==> src/rtl/dbs_pkg.sv <==
package dbs_pkg;
  localparam int unsigned DBS_DATA_W = 32;
  localparam int unsigned DBS_OP_W   = 32;
  localparam int unsigned DBS_RES_W  = 32;
endpackage

==> src/rtl/dbs_range_mask.sv <==
module dbs_range_mask #(
  parameter int unsigned DATA_W = 32,
  parameter int unsigned IDX_W  = $clog2(DATA_W)
) (
  input  logic [IDX_W-1:0]  start_sel,
  output logic [DATA_W-1:0] keep_mask
);
  // A zero start field covers the whole word; otherwise keep only bits below it.
  logic wrap_all;
  assign wrap_all = (start_sel == '0);

  for (genvar g = 0; g < DATA_W; g++) begin : g_bit
    assign keep_mask[g] = wrap_all || ((IDX_W+1)'(g) < {1'b0, start_sel});
  end
endmodule

==> src/rtl/dbs_prio_enc.sv <==
module dbs_prio_enc #(
  parameter int unsigned DATA_W = 32,
  parameter int unsigned IDX_W  = $clog2(DATA_W)
) (
  input  logic [DATA_W-1:0] vec,
  output logic [IDX_W-1:0]  top_idx,
  output logic              any_set
);
  // Scan upward so the highest set bit is the one that survives.
  always_comb begin
    top_idx = '0;
    for (int i = 0; i < DATA_W; i++) begin
      if (vec[i]) top_idx = IDX_W'(i);
    end
  end

  assign any_set = |vec;
endmodule

==> src/rtl/dbs_unit.sv <==
module dbs_unit #(
  parameter int unsigned DATA_W = dbs_pkg::DBS_DATA_W,
  parameter int unsigned OP_W   = dbs_pkg::DBS_OP_W,
  parameter int unsigned RES_W  = dbs_pkg::DBS_RES_W
) (
  input  logic             clk,
  input  logic             rst_n,
  input  logic             in_valid,
  output logic             in_ready,
  input  logic [DATA_W-1:0] in_data,
  input  logic [OP_W-1:0]   in_start,
  output logic             out_valid,
  input  logic             out_ready,
  output logic [RES_W-1:0]  out_index,
  output logic             out_found
);
  localparam int unsigned IDX_W = $clog2(DATA_W);

  logic [IDX_W-1:0]  start_sel;
  logic [DATA_W-1:0] keep_mask;
  logic [DATA_W-1:0] masked;
  logic [IDX_W-1:0]  hit_idx;
  logic              hit_any;
  logic              accept;

  assign start_sel = in_start[IDX_W-1:0];
  assign masked    = in_data & keep_mask;

  dbs_range_mask #(.DATA_W(DATA_W), .IDX_W(IDX_W)) u_mask (
    .start_sel (start_sel),
    .keep_mask (keep_mask)
  );

  dbs_prio_enc #(.DATA_W(DATA_W), .IDX_W(IDX_W)) u_enc (
    .vec     (masked),
    .top_idx (hit_idx),
    .any_set (hit_any)
  );

  assign in_ready = !out_valid || out_ready;
  assign accept   = in_valid && in_ready;

  always_ff @(posedge clk or negedge rst_n) begin
    if (!rst_n) begin
      out_valid <= 1'b0;
      out_index <= '0;
      out_found <= 1'b0;
    end else if (accept) begin
      out_valid <= 1'b1;
      out_index <= RES_W'(hit_idx);
      out_found <= hit_any;
    end else if (out_ready) begin
      out_valid <= 1'b0;
    end
  end
endmodule

==> config.mk <==
export PLATFORM = sky130hd
export DESIGN_NAME = dbs_unit
export DESIGN_NICKNAME = d
export VERILOG_FILES = /design/src/rtl/dbs_pkg.sv /design/src/rtl/dbs_range_mask.sv /design/src/rtl/dbs_prio_enc.sv /design/src/rtl/dbs_unit.sv
export SDC_FILE = /design/constraint.sdc
export NUM_CORES = 1
export LEC_CHECK = 0
export BUFFER_PORTS_ARGS = -buffer_cell sky130_fd_sc_hd__buf_2
export CAP_MARGIN = 5
export CORE_MARGIN = 4
export CORE_UTILIZATION = 30
export DETAILED_ROUTE_END_ITERATION = 7
export SETUP_SLACK_MARGIN = 0.1
export SYNTH_ARGS = -nofsm -noshare
export SYNTH_HDL_FRONTEND = slang
export SYNTH_SLANG_ARGS = --single-unit
==> constraint.sdc <==
create_clock -name clk -period 4.1 [get_ports clk]
set_input_delay 0.41 -clock clk [delete_from_list [all_inputs] [get_ports clk]]
set_output_delay 0.41 -clock clk [all_outputs]
set_load 0.005 [all_outputs]
==> flow_metrics.env, run 1 <==
export IMPL_clockPowerShare=0.273
export IMPL_ctsResizeCount=0
export IMPL_cts_hold_buffers=0
export IMPL_cts_htree_levels=1
export IMPL_dieHeight_um=81.6
export IMPL_final_nets=328
export IMPL_grtUsageTotal=0.146
export IMPL_ioPinCount=103
export IMPL_worstPathRequired_ns=4.21
export IMPL_seqCellArea_um2=175
export IMPL_fin_crit_ns=2.26
export IMPL_worst_ir_drop_vdd_mv=0.0802
export IMPL_arrival_ns=2.36
export IMPL_slew_viol_final=0
export IMPL_port_buffers=48
export IMPL_path_max_fanout=19
export IMPL_grt_pass1_vias=1604
export IMPL_finalSetupViolCount=0
export IMPL_drive_gt1_frac=0.278
export IMPL_rsz0062_at_grt="false"
export IMPL_whs_ns=0.00576
export IMPL_ys_flop_type="dfrtp_1"
export IMPL_die_width_um=81.6
export IMPL_drtIter0Drc=101
export IMPL_first_pass_iters=4
export IMPL_clockRootBuffer="clkbuf_8"
export IMPL_cts_tree="built"
export IMPL_drcViolationCount=0
export IMPL_final_common_cell="buf_2"
export IMPL_internal_power_w=0.000222
export IMPL_yosysSeqAreaShare=0.108
export IMPL_multiInputGateArea_um2=1210
export IMPL_power_switching_w=0.000141
export IMPL_rows=26
export IMPL_worst_pin_slew_ns=0.642
export IMPL_globalRouteOverflowTotal=0
export IMPL_start_util=0.314
export IMPL_die_area_um2=6660
export IMPL_wirelength_mm=4.85
export IMPL_ys_warnings_count=0
export IMPL_core_area_um2=5170
export IMPL_final_cell_mix="buf_2, conb_1, o21ai_0"
export IMPL_synth_distinct_cells=71
export IMPL_status="finished, final reports clean"
export IMPL_postCtsSetupBuffers=0
export IMPL_area_growth_pct=9.54
export IMPL_final_hold_viol_count=0
export IMPL_clock_sinks=7
export IMPL_synth_avg_cell_area_um2=7.29
export IMPL_p_comb_frac=0.489
export IMPL_wl_per_cell_um=14.7
export IMPL_clk_latency_ns=0.23
export IMPL_synthCells=223
export IMPL_clock_path_buffers=2
export IMPL_fin_skew_ns=0.000325
export IMPL_hp_class="primary input to async pin"
export IMPL_vias=1729
export IMPL_fin_crit_sh=0.550
export IMPL_maxSlewHeadroom=0.572
export IMPL_place_hpwl_mm=3.90
export IMPL_power_density_nw_per_um2=203
export IMPL_end_kind="register"
export IMPL_fmax_ghz=0.443
export IMPL_syn_area_um2=1630
export IMPL_nFillCells=583
export IMPL_drv_cap=0
export IMPL_antenna_found_initial=0
export IMPL_synth_edf_count=0
export IMPL_gp_congestion=0.916
export IMPL_swShare=0.388
export IMPL_fin_setup_tns_ns=0
export IMPL_critPathKind="primary input to register"
export IMPL_path_clk_slew_ns=0.04
export IMPL_power_leakage_nw=0.770
export IMPL_num_antenna_cells=0
export IMPL_dpl_cell_area_um2=1740
export IMPL_pwr_share_seq=0.237
export IMPL_via_per_inst=5.26
export IMPL_grt_max_degree=26
export IMPL_ys_async_sr_fraction=1.00
export IMPL_fin_area_um2=1780
export IMPL_ys_ff_latch=7
export IMPL_fin_util=0.344
export IMPL_antenna_left=0
export IMPL_cts_made_buffers=3
export IMPL_start_kind="primary input"
export IMPL_grt_pass1_wl_mm=7.71
area by class of cell:
class                   instances  area share
multi-input cells             194       0.680
repair buffers                 48       0.135
flip-flops and latches          7      0.0983
well taps                      70      0.0492
clock buffers                   4      0.0253
inverters                       6      0.0126
worst max-delay path, stage by stage:
cell and delay (ns):
buf_2 0.30, or2_0 0.57, o22ai_1 0.24, a21oi_1 0.36, nand2_1 0.13, o32a_1 0.35
through the flow:
stage | std cells | power, W | worst slack [ns]
final | 329 | 0.000362 | 1.84
after floorplan | 249 | 0.000226 | 2.08
after global placement | 325 | 0.000261 | 1.66
after global routing | 329 | 0.000394 | 1.55
after CTS | 329 | 0.000362 | 1.88
after detailed placement | 325 | 0.000262 | 1.66
power by group through the flow:
stage / registers, W / clock network [W] / logic [W]
6_report: 0.0000860 / 0.0000991 / 0.000177
5_1_grt: 0.0000872 / 0.000107 / 0.000200
4_1_cts: 0.0000862 / 0.0000991 / 0.000176
3_3_place_gp: 0.0000866 / 0 / 0.000175
3_5_place_dp: 0.0000870 / 0 / 0.000175
2_1_floorplan: 0.0000879 / 0 / 0.000138
sequential cells by signal, summed over array words and instances (netlist names):
register and cells:
out_valid 1, out_index 5, out_found 1
layer usage:
metal / part of all wire / track usage
met1: 0.45 / 0.203
met2: 0.44 / 0.227
met4: 0.019 / 0.0648
met3: 0.082 / 0.0154
met5: 0 / 0
cells in the mapped netlist (3+ instances only):
| library cell | count | area [µm²] |
|---|---|---|
| o21ai_1 | 3 | 15.0 |
| o21a_1 | 3 | 22.5 |
| buf_6 | 4 | 45.0 |
| o31ai_1 | 4 | 30.0 |
| dfrtp_1 | 7 | 175 |
| and2_1 | 3 | 18.8 |
| a21o_1 | 4 | 30.0 |
| o21ai_0 | 20 | 100 |
| o32a_1 | 3 | 30.0 |
| a211oi_1 | 3 | 22.5 |
| inv_1 | 6 | 22.5 |
| a31oi_1 | 5 | 31.3 |
| nand2_1 | 19 | 71.3 |
| nand3_1 | 9 | 45.0 |
| nand2b_1 | 7 | 43.8 |
| and3_1 | 3 | 18.8 |
| nor2_1 | 14 | 52.6 |
| buf_2 | 7 | 35.0 |
| a21oi_1 | 8 | 40.0 |
| buf_4 | 29 | 218 |
kinds of logic after synthesis:
group,Yosys count,synth area share
buffers and inverters,48,0.208
muxes,2,0.0131
and+or+nand+nor,78,0.272
DFF,7,0.108
AOI/OAI and AO/OA,87,0.397
other,1,0.00231
final timing paths:
kind,start,to,slack (ns),cells past startpoint
worst min register to register,out_index[3],out_index[3],0.51,1
max in group asynchronous,rst_n,out_valid,3.94,1
worst max-delay path,in_start[4],out_index[3],1.84,6
worst min-delay path,rst_n,out_index[0],0.006,1
worst max register to register,out_valid,out_found,2.42,6
min in group clk,in_valid,out_valid,0.40,2
(Power assumes the default switching activity.)
==> run 2, diff against run 1 <==
==> constraint.sdc (replaced) <==
create_clock -name clk -period 1.9 [get_ports clk]
set_input_delay 0.19 -clock clk [delete_from_list [all_inputs] [get_ports clk]]
set_output_delay 0.19 -clock clk [all_outputs]
set_load 0.005 [all_outputs]
==> run 2 against run 1 <==
Net effect:
- non-clock buffer count up 44
- critical path depth up 2
- largest cell class unchanged
- combinational power rose to 2.7 times the previous value
- total power up 140%
- clock skew about the same
- global-route usage up 0.91 points
- sequential power up 120%
==> flow_metrics.env, run 2 (synthesis results as in run 1) <==
export IMPL_power_density_nw_per_um2=400
export IMPL_path_max_fanout=8
export IMPL_fmax_ghz=0.573
export IMPL_power_leakage_nw=0.997
export IMPL_crit_chain="buf_2 -> buf_4 -> nor3_4 -> mux2_2 -> o32a_1 -> o2111ai_2 -> nor2_1 -> a211oi_2"
export IMPL_globalRouteOverflowTotal=0
export IMPL_rsz0062_at_grt="true"
export IMPL_rows=26
export IMPL_core_area_um2=5170
export IMPL_start_util=0.314
export IMPL_largest_registers="out_index: 5 flops, out_found: 1 flops, out_valid: 1 flops"
export IMPL_worstPathRequired_ns=2.03
export IMPL_first_pass_iters=4
export IMPL_hp_class="primary input to register"
export IMPL_area_growth_pct=34.5
export IMPL_slew_viol_final=0
export IMPL_arrival_ns=1.88
export IMPL_fin_crit_ns=1.75
export IMPL_gp_congestion=0.916
export IMPL_final_nets=372
export IMPL_seqCellArea_um2=175
export IMPL_num_antenna_cells=0
export IMPL_min_from="in_valid"
export IMPL_max_stage_delay_ns=0.36
export IMPL_ioPinCount=103
export IMPL_clock_path_buffers=2
export IMPL_place_hpwl_mm=4.41
export IMPL_start_kind="primary input"
export IMPL_finalSetupViolCount=0
export IMPL_dieHeight_um=81.6
export IMPL_path_clk_slew_ns=0.04
export IMPL_via_per_inst=5.19
export IMPL_antenna_left=0
export IMPL_r2r_slack_ns=0.23
export IMPL_min_to="out_valid"
export IMPL_clock_sinks=7
export IMPL_fin_crit_sh=0.919
export IMPL_holdPathStages=2
export IMPL_cts_htree_levels=1
export IMPL_grt_pass1_vias=1836
export IMPL_die_width_um=81.6
export IMPL_antenna_found_initial=0
export IMPL_end_kind="register"
export IMPL_largest_register="out_index"
export IMPL_drcViolationCount=0
export IMPL_die_area_um2=6660
export IMPL_dp_cells=367
export IMPL_clockRootBuffer="clkbuf_8"
export IMPL_grt_max_degree=13
export IMPL_drive_gt1_frac=0.409
export IMPL_cts_tree="built"
export IMPL_wl_per_cell_um=14.5
export IMPL_final_cell_mix="buf_2, buf_4, conb_1"
export IMPL_worst_ir_drop_vdd_mv=0.255
export IMPL_whs_ns=0.180
export IMPL_vias=1937
export IMPL_reg2reg_from="out_valid"
export IMPL_reg2regPathDepth=6
export IMPL_fin_skew_ns=0.000478
export IMPL_nFillCells=573
export IMPL_finalNonFillerCells=373
export IMPL_port_buffers=48
export IMPL_fin_ws_ns=0.154
export IMPL_drtIter0Drc=100
export IMPL_final_common_cell="buf_2"
export IMPL_grt_pass1_wl_mm=8.22
export IMPL_grtUsageTotal=0.155
export IMPL_wirelength_mm=5.39
export IMPL_drv_cap=0
export IMPL_rr_endpoint="out_found"
export IMPL_crit_slowest_cell="mux2_2"
export IMPL_multiInputGateArea_um2=1260
export IMPL_fin_setup_tns_ns=0
export IMPL_power_w=0.000875
export IMPL_critPathKind="primary input to register"
export IMPL_pre_cts_ws_ns=-0.115
export IMPL_final_hold_viol_count=0
export IMPL_largest_reg_flops=5
export IMPL_status="finished, final reports clean"
export IMPL_cts_made_buffers=3
export IMPL_clk_latency_ns=0.23
[run 2: cell count changes in the layout (fill, tap and decap cells not counted), sizes merged]
cell	delta
dlygate4sd3	+1
buf	+43
[run 2: per-layer routing]
| layer | share of wire | up-vias | routed length, µm | global-route usage |
|---|---|---|---|---|
| met4 | 0.022 | 0 | 118 | 0.0581 |
| met5 | 0 | - | 0 | 0 |
| met1 | 0.44 | 901 | 2350 | 0.202 |
| met3 | 0.073 | 13 | 392 | 0.0186 |
| li1 | - | 945 | - | - |
| met2 | 0.47 | 78 | 2520 | 0.261 |
[run 2: repair_timing]
| item | 4_1_cts | 5_1_grt |
|---|---|---|
| endpoints found under the hold margin | 7 | 0 |
| endpoints found under the setup margin | 0 | 6 |
| hold buffers | 1 | 0 |
| gates resized for setup | 0 | 15 |
| buffers inserted | 0 | 1 |
[run 2: report_power, final]
group	switching (W)	internal [W]
sequential	0.0000133	0.000174
combinational	0.000251	0.000230
clock	0.0000627	0.000145
total	0.000327	0.000548
[run 2: worst max path at each step]
stage | endpoint | slack [ns] | startpoint
6_report | out_index[0] | 0.15 | in_start[2]
5_1_grt | out_index[1] | 0.05 | in_start[4]
4_1_cts | out_found | 0.13 | in_start[2]
3_5_place_dp | out_found | -0.11 | in_start[2]
3_3_place_gp | out_found | -0.10 | in_start[2]
2_1_floorplan | out_index[0] | 0.10 | in_start[0]
[run 2: area by class of cell]
class / count / share of cell area
Multi-Input combinational cell: 194 / 0.578
Timing Repair Buffer: 92 / 0.271
Sequential cell: 7 / 0.0801
Tap cell: 70 / 0.0400
Clock buffer: 4 / 0.0206
Inverter: 6 / 0.0103
[run 2: critical path: cells and delay by family]
kind            cells  cell delay [ns]
compound gates      3             0.72
buf+inv             2             0.32
simple gates        2             0.28
mux                 1             0.36
[run 2: through the flow]
step | instance area, µm² | util
floorplan | 1720 | -
detailed placement | 2060 | 0.399
global route | 2190 | 0.423
global placement | 2060 | 0.399
finish | 2190 | 0.423
CTS | 2120 | 0.410
==> run 3, diff against run 2 <==
--- a/config.mk
+++ b/config.mk
@@ -5,6 +5,7 @@
 export SDC_FILE = /design/constraint.sdc
 export NUM_CORES = 1
 export LEC_CHECK = 0
+export ABC_AREA = 1
 export BUFFER_PORTS_ARGS = -buffer_cell sky130_fd_sc_hd__buf_2
 export CAP_MARGIN = 5
 export CORE_MARGIN = 4
@@ -13,4 +14,5 @@
 export SETUP_SLACK_MARGIN = 0.1
 export SYNTH_ARGS = -nofsm -noshare
 export SYNTH_HDL_FRONTEND = slang
+export SYNTH_HIERARCHICAL = 1
 export SYNTH_SLANG_ARGS = --single-unit
==> constraint.sdc (replaced) <==
create_clock -name clk -period 1.5 [get_ports clk]
set_input_delay 0.15 -clock clk [delete_from_list [all_inputs] [get_ports clk]]
set_output_delay 0.15 -clock clk [all_outputs]
set_load 0.005 [all_outputs]
==> run 3 against run 2 <==
Net effect:
- the flow now finishes with violations (setup timing)
- sequential power up 27%
- largest cell class unchanged
- combinational power up 35%
- cell count up 27%
- via count down 3.8%
- clock skew about the same
- setup slack worse by 0.77 ns
- register-to-register slack better by 0.38 ns
- cell area up 8.2%
- core utilization up 6.5 points
==> flow_metrics.env, run 3 <==
export IMPL_cts_tree="built"
export IMPL_fin_area_um2=2370
export IMPL_die_width_um=79.9
export IMPL_final_nets=474
export IMPL_fmax_ghz=0.472
export IMPL_drcViolationCount=0
export IMPL_min_from="in_valid"
export IMPL_num_antenna_cells=0
export IMPL_yosysSeqAreaShare=0.113
export IMPL_dr_max_layer_used="met4"
export IMPL_rsz0062_at_grt="true"
export IMPL_clk_latency_ns=0.23
export IMPL_start_kind="primary input"
export IMPL_synth_common_cells="nand2_1, inv_1, buf_4"
export IMPL_nFillCells=516
export IMPL_ioPinCount=103
export IMPL_wl_met2_mm=2.31
export IMPL_synthTopCellsByArea="nand2_1, inv_1, buf_4, dfrtp_1, nor2_1"
export IMPL_critPathKind="primary input to register"
export IMPL_final_hold_viol_count=0
export IMPL_r2r_slack_ns=0.61
export IMPL_synth_top_area_share=0.283
export IMPL_vias=1864
export IMPL_ys_ff_latch=7
export IMPL_arrival_ns=2.28
export IMPL_path_max_fanout=5
export IMPL_rows=25
export IMPL_clockRootBuffer="clkbuf_8"
export IMPL_rr_endpoint="out_found"
export IMPL_synth_edf_count=0
export IMPL_worst_ir_drop_vdd_mv=0.261
export IMPL_synthCells=306
export IMPL_gp_congestion=0.844
export IMPL_ys_async_sr_fraction=1.00
export IMPL_drive_gt1_frac=0.395
export IMPL_grtUsageTotal=0.127
export IMPL_fin_crit_ns=2.12
export IMPL_wl_met1_mm=1.71
export IMPL_cts_made_buffers=3
export IMPL_power_w=0.00115
export IMPL_largest_register="out_index"
export IMPL_synth_most_common_cell="nand2_1"
export IMPL_reg2regPathDepth=4
export IMPL_clock_sinks=7
export IMPL_drv_cap=0
export IMPL_via_per_inst=3.95
export IMPL_antenna_found_initial=0
export IMPL_antenna_left=0
export IMPL_area_growth_pct=52.7
export IMPL_min_to="out_index[0]"
export IMPL_reg2reg_from="out_valid"
export IMPL_cts_htree_levels=1
export IMPL_status="finished with violations"
export IMPL_globalRouteOverflowTotal=0
export IMPL_holdPathStages=3
export IMPL_route_met3_wl_um=180
export IMPL_fin_ws_ns=-0.617
export IMPL_synth_distinct_cells=24
export IMPL_dieHeight_um=79.9
export IMPL_cp_common_cell="nand2_1"
export IMPL_ys_flop_type="dfrtp_1"
export IMPL_max_stage_delay_ns=0.18
export IMPL_grt_pass1_vias=1725
export IMPL_fin_crit_sh=1.41
export IMPL_final_common_cell="nand2_1"
export IMPL_die_area_um2=6380
export IMPL_wl_per_cell_um=8.95
export IMPL_first_pass_iters=4
export IMPL_slew_viol_final=0
export IMPL_grt_max_degree=10
export IMPL_clock_path_buffers=2
export IMPL_worstPathRequired_ns=1.67
export IMPL_end_kind="register"
export IMPL_place_hpwl_mm=3.64
export IMPL_fin_skew_ns=0.000275
export IMPL_largest_reg_flops=5
export IMPL_largest_registers="out_index: 5 flops, out_found: 1 flops, out_valid: 1 flops"
export IMPL_dpl_cell_area_um2=2070
export IMPL_crit_slowest_cell="o21ai_0"
export IMPL_syn_area_um2=1550
export IMPL_grt_pass1_wl_mm=6.67
export IMPL_final_cell_mix="nand2_1, inv_1, buf_4"
export IMPL_ys_warnings_count=6
export IMPL_violations="setup timing"
export IMPL_finalSetupViolCount=6
export IMPL_synth_avg_cell_area_um2=5.07
export IMPL_port_buffers=48
export IMPL_drtIter0Drc=26
export IMPL_hp_class="primary input to register"
export IMPL_core_area_um2=4850
export IMPL_start_util=0.320
export IMPL_power_density_nw_per_um2=484
export IMPL_wirelength_mm=4.23
export IMPL_synth_top_area_cell="nand2_1"
export IMPL_power_leakage_nw=1.59
export IMPL_path_clk_slew_ns=0.04
-- run 3: cell count changes after synthesis, moves of 7 or more --
cell      change
a21oi_1       -8
o21ai_0      -14
nand2b_1      -7
nand3_1       +9
inv_2         +8
nand2_1      +98
nor2_1       +14
inv_1        +60
-- run 3: critical path: cells and delay by family --
| family | cells | cell delay [ns] |
|---|---|---|
| AND/OR/NAND/NOR | 27 | 1.31 |
| buffers and inverters | 6 | 0.63 |
| AO/OA/AOI/OAI | 1 | 0.18 |
-- run 3: per-layer routing --
metal,global-route usage,up-vias
met3,0.0113,4
met4,0.0253,0
met5,0,-
li1,-,1028
met1,0.142,791
met2,0.256,41
-- run 3: stage by stage --
step	setup slack (ns)	utilization	hold slack [ns]	setup TNS (ns)	cells
2_1_floorplan	-0.674	-	-0.146	-0.890	332
3_3_place_gp	-0.919	0.428	-0.0157	-3.04	457
3_5_place_dp	-0.929	0.428	-0.0140	-3.10	457
4_1_cts	-0.572	0.473	0.248	-1.30	470
5_1_grt	-1.04	0.488	0.259	-2.86	472
6_report	-0.617	0.488	0.250	-1.50	472
-- run 3: what timing repair did --
| item | CTS | global route |
|---|---|---|
| hold buffers | 1 | 0 |
| setup buffers | 8 | 2 |
| cloned | 0 | 0 |
| endpoints found under the hold margin | 7 | 0 |
| pin swaps | 15 | 12 |
| resized for setup | 37 | 22 |
| endpoints found under the setup margin | 6 | 6 |
-- run 3: kinds of logic after synthesis --
group,share of synthesized area
and+or+nand+nor,0.474
AOI/OAI and AO/OA,0.0597
buffers and inverters,0.349
DFF,0.113
other,0.00484
-- run 3: worst max path at each step --
stage	from	end	slack, ns	depth (start not counted)
6_report	in_start[1]	out_index[0]	-0.62	34
5_1_grt	in_start[1]	out_index[0]	-1.04	39
4_1_cts	in_start[2]	out_index[0]	-0.57	40
3_5_place_dp	in_start[2]	out_index[0]	-0.93	36
3_3_place_gp	in_start[2]	out_index[0]	-0.92	36
2_1_floorplan	in_start[2]	out_index[0]	-0.67	40
-- run 3: cell type report --
type | instances | area (µm²) | area share
multi-input cells | 218 | 1050 | 0.445
repair buffers | 101 | 709 | 0.300
flip-flops and latches | 7 | 175 | 0.0740
clock buffers | 4 | 45.0 | 0.0190
inverters | 75 | 300 | 0.127
well taps | 67 | 83.8 | 0.0354
-- run 3: power by group --
group          total [W]  switching, W  internal, W  leakage [nW]
clock network   0.000261     0.0000775     0.000183        0.0228
registers       0.000238     0.0000147     0.000223        0.0827
logic           0.000646      0.000334     0.000312          1.48
total            0.00115      0.000427     0.000719          1.59
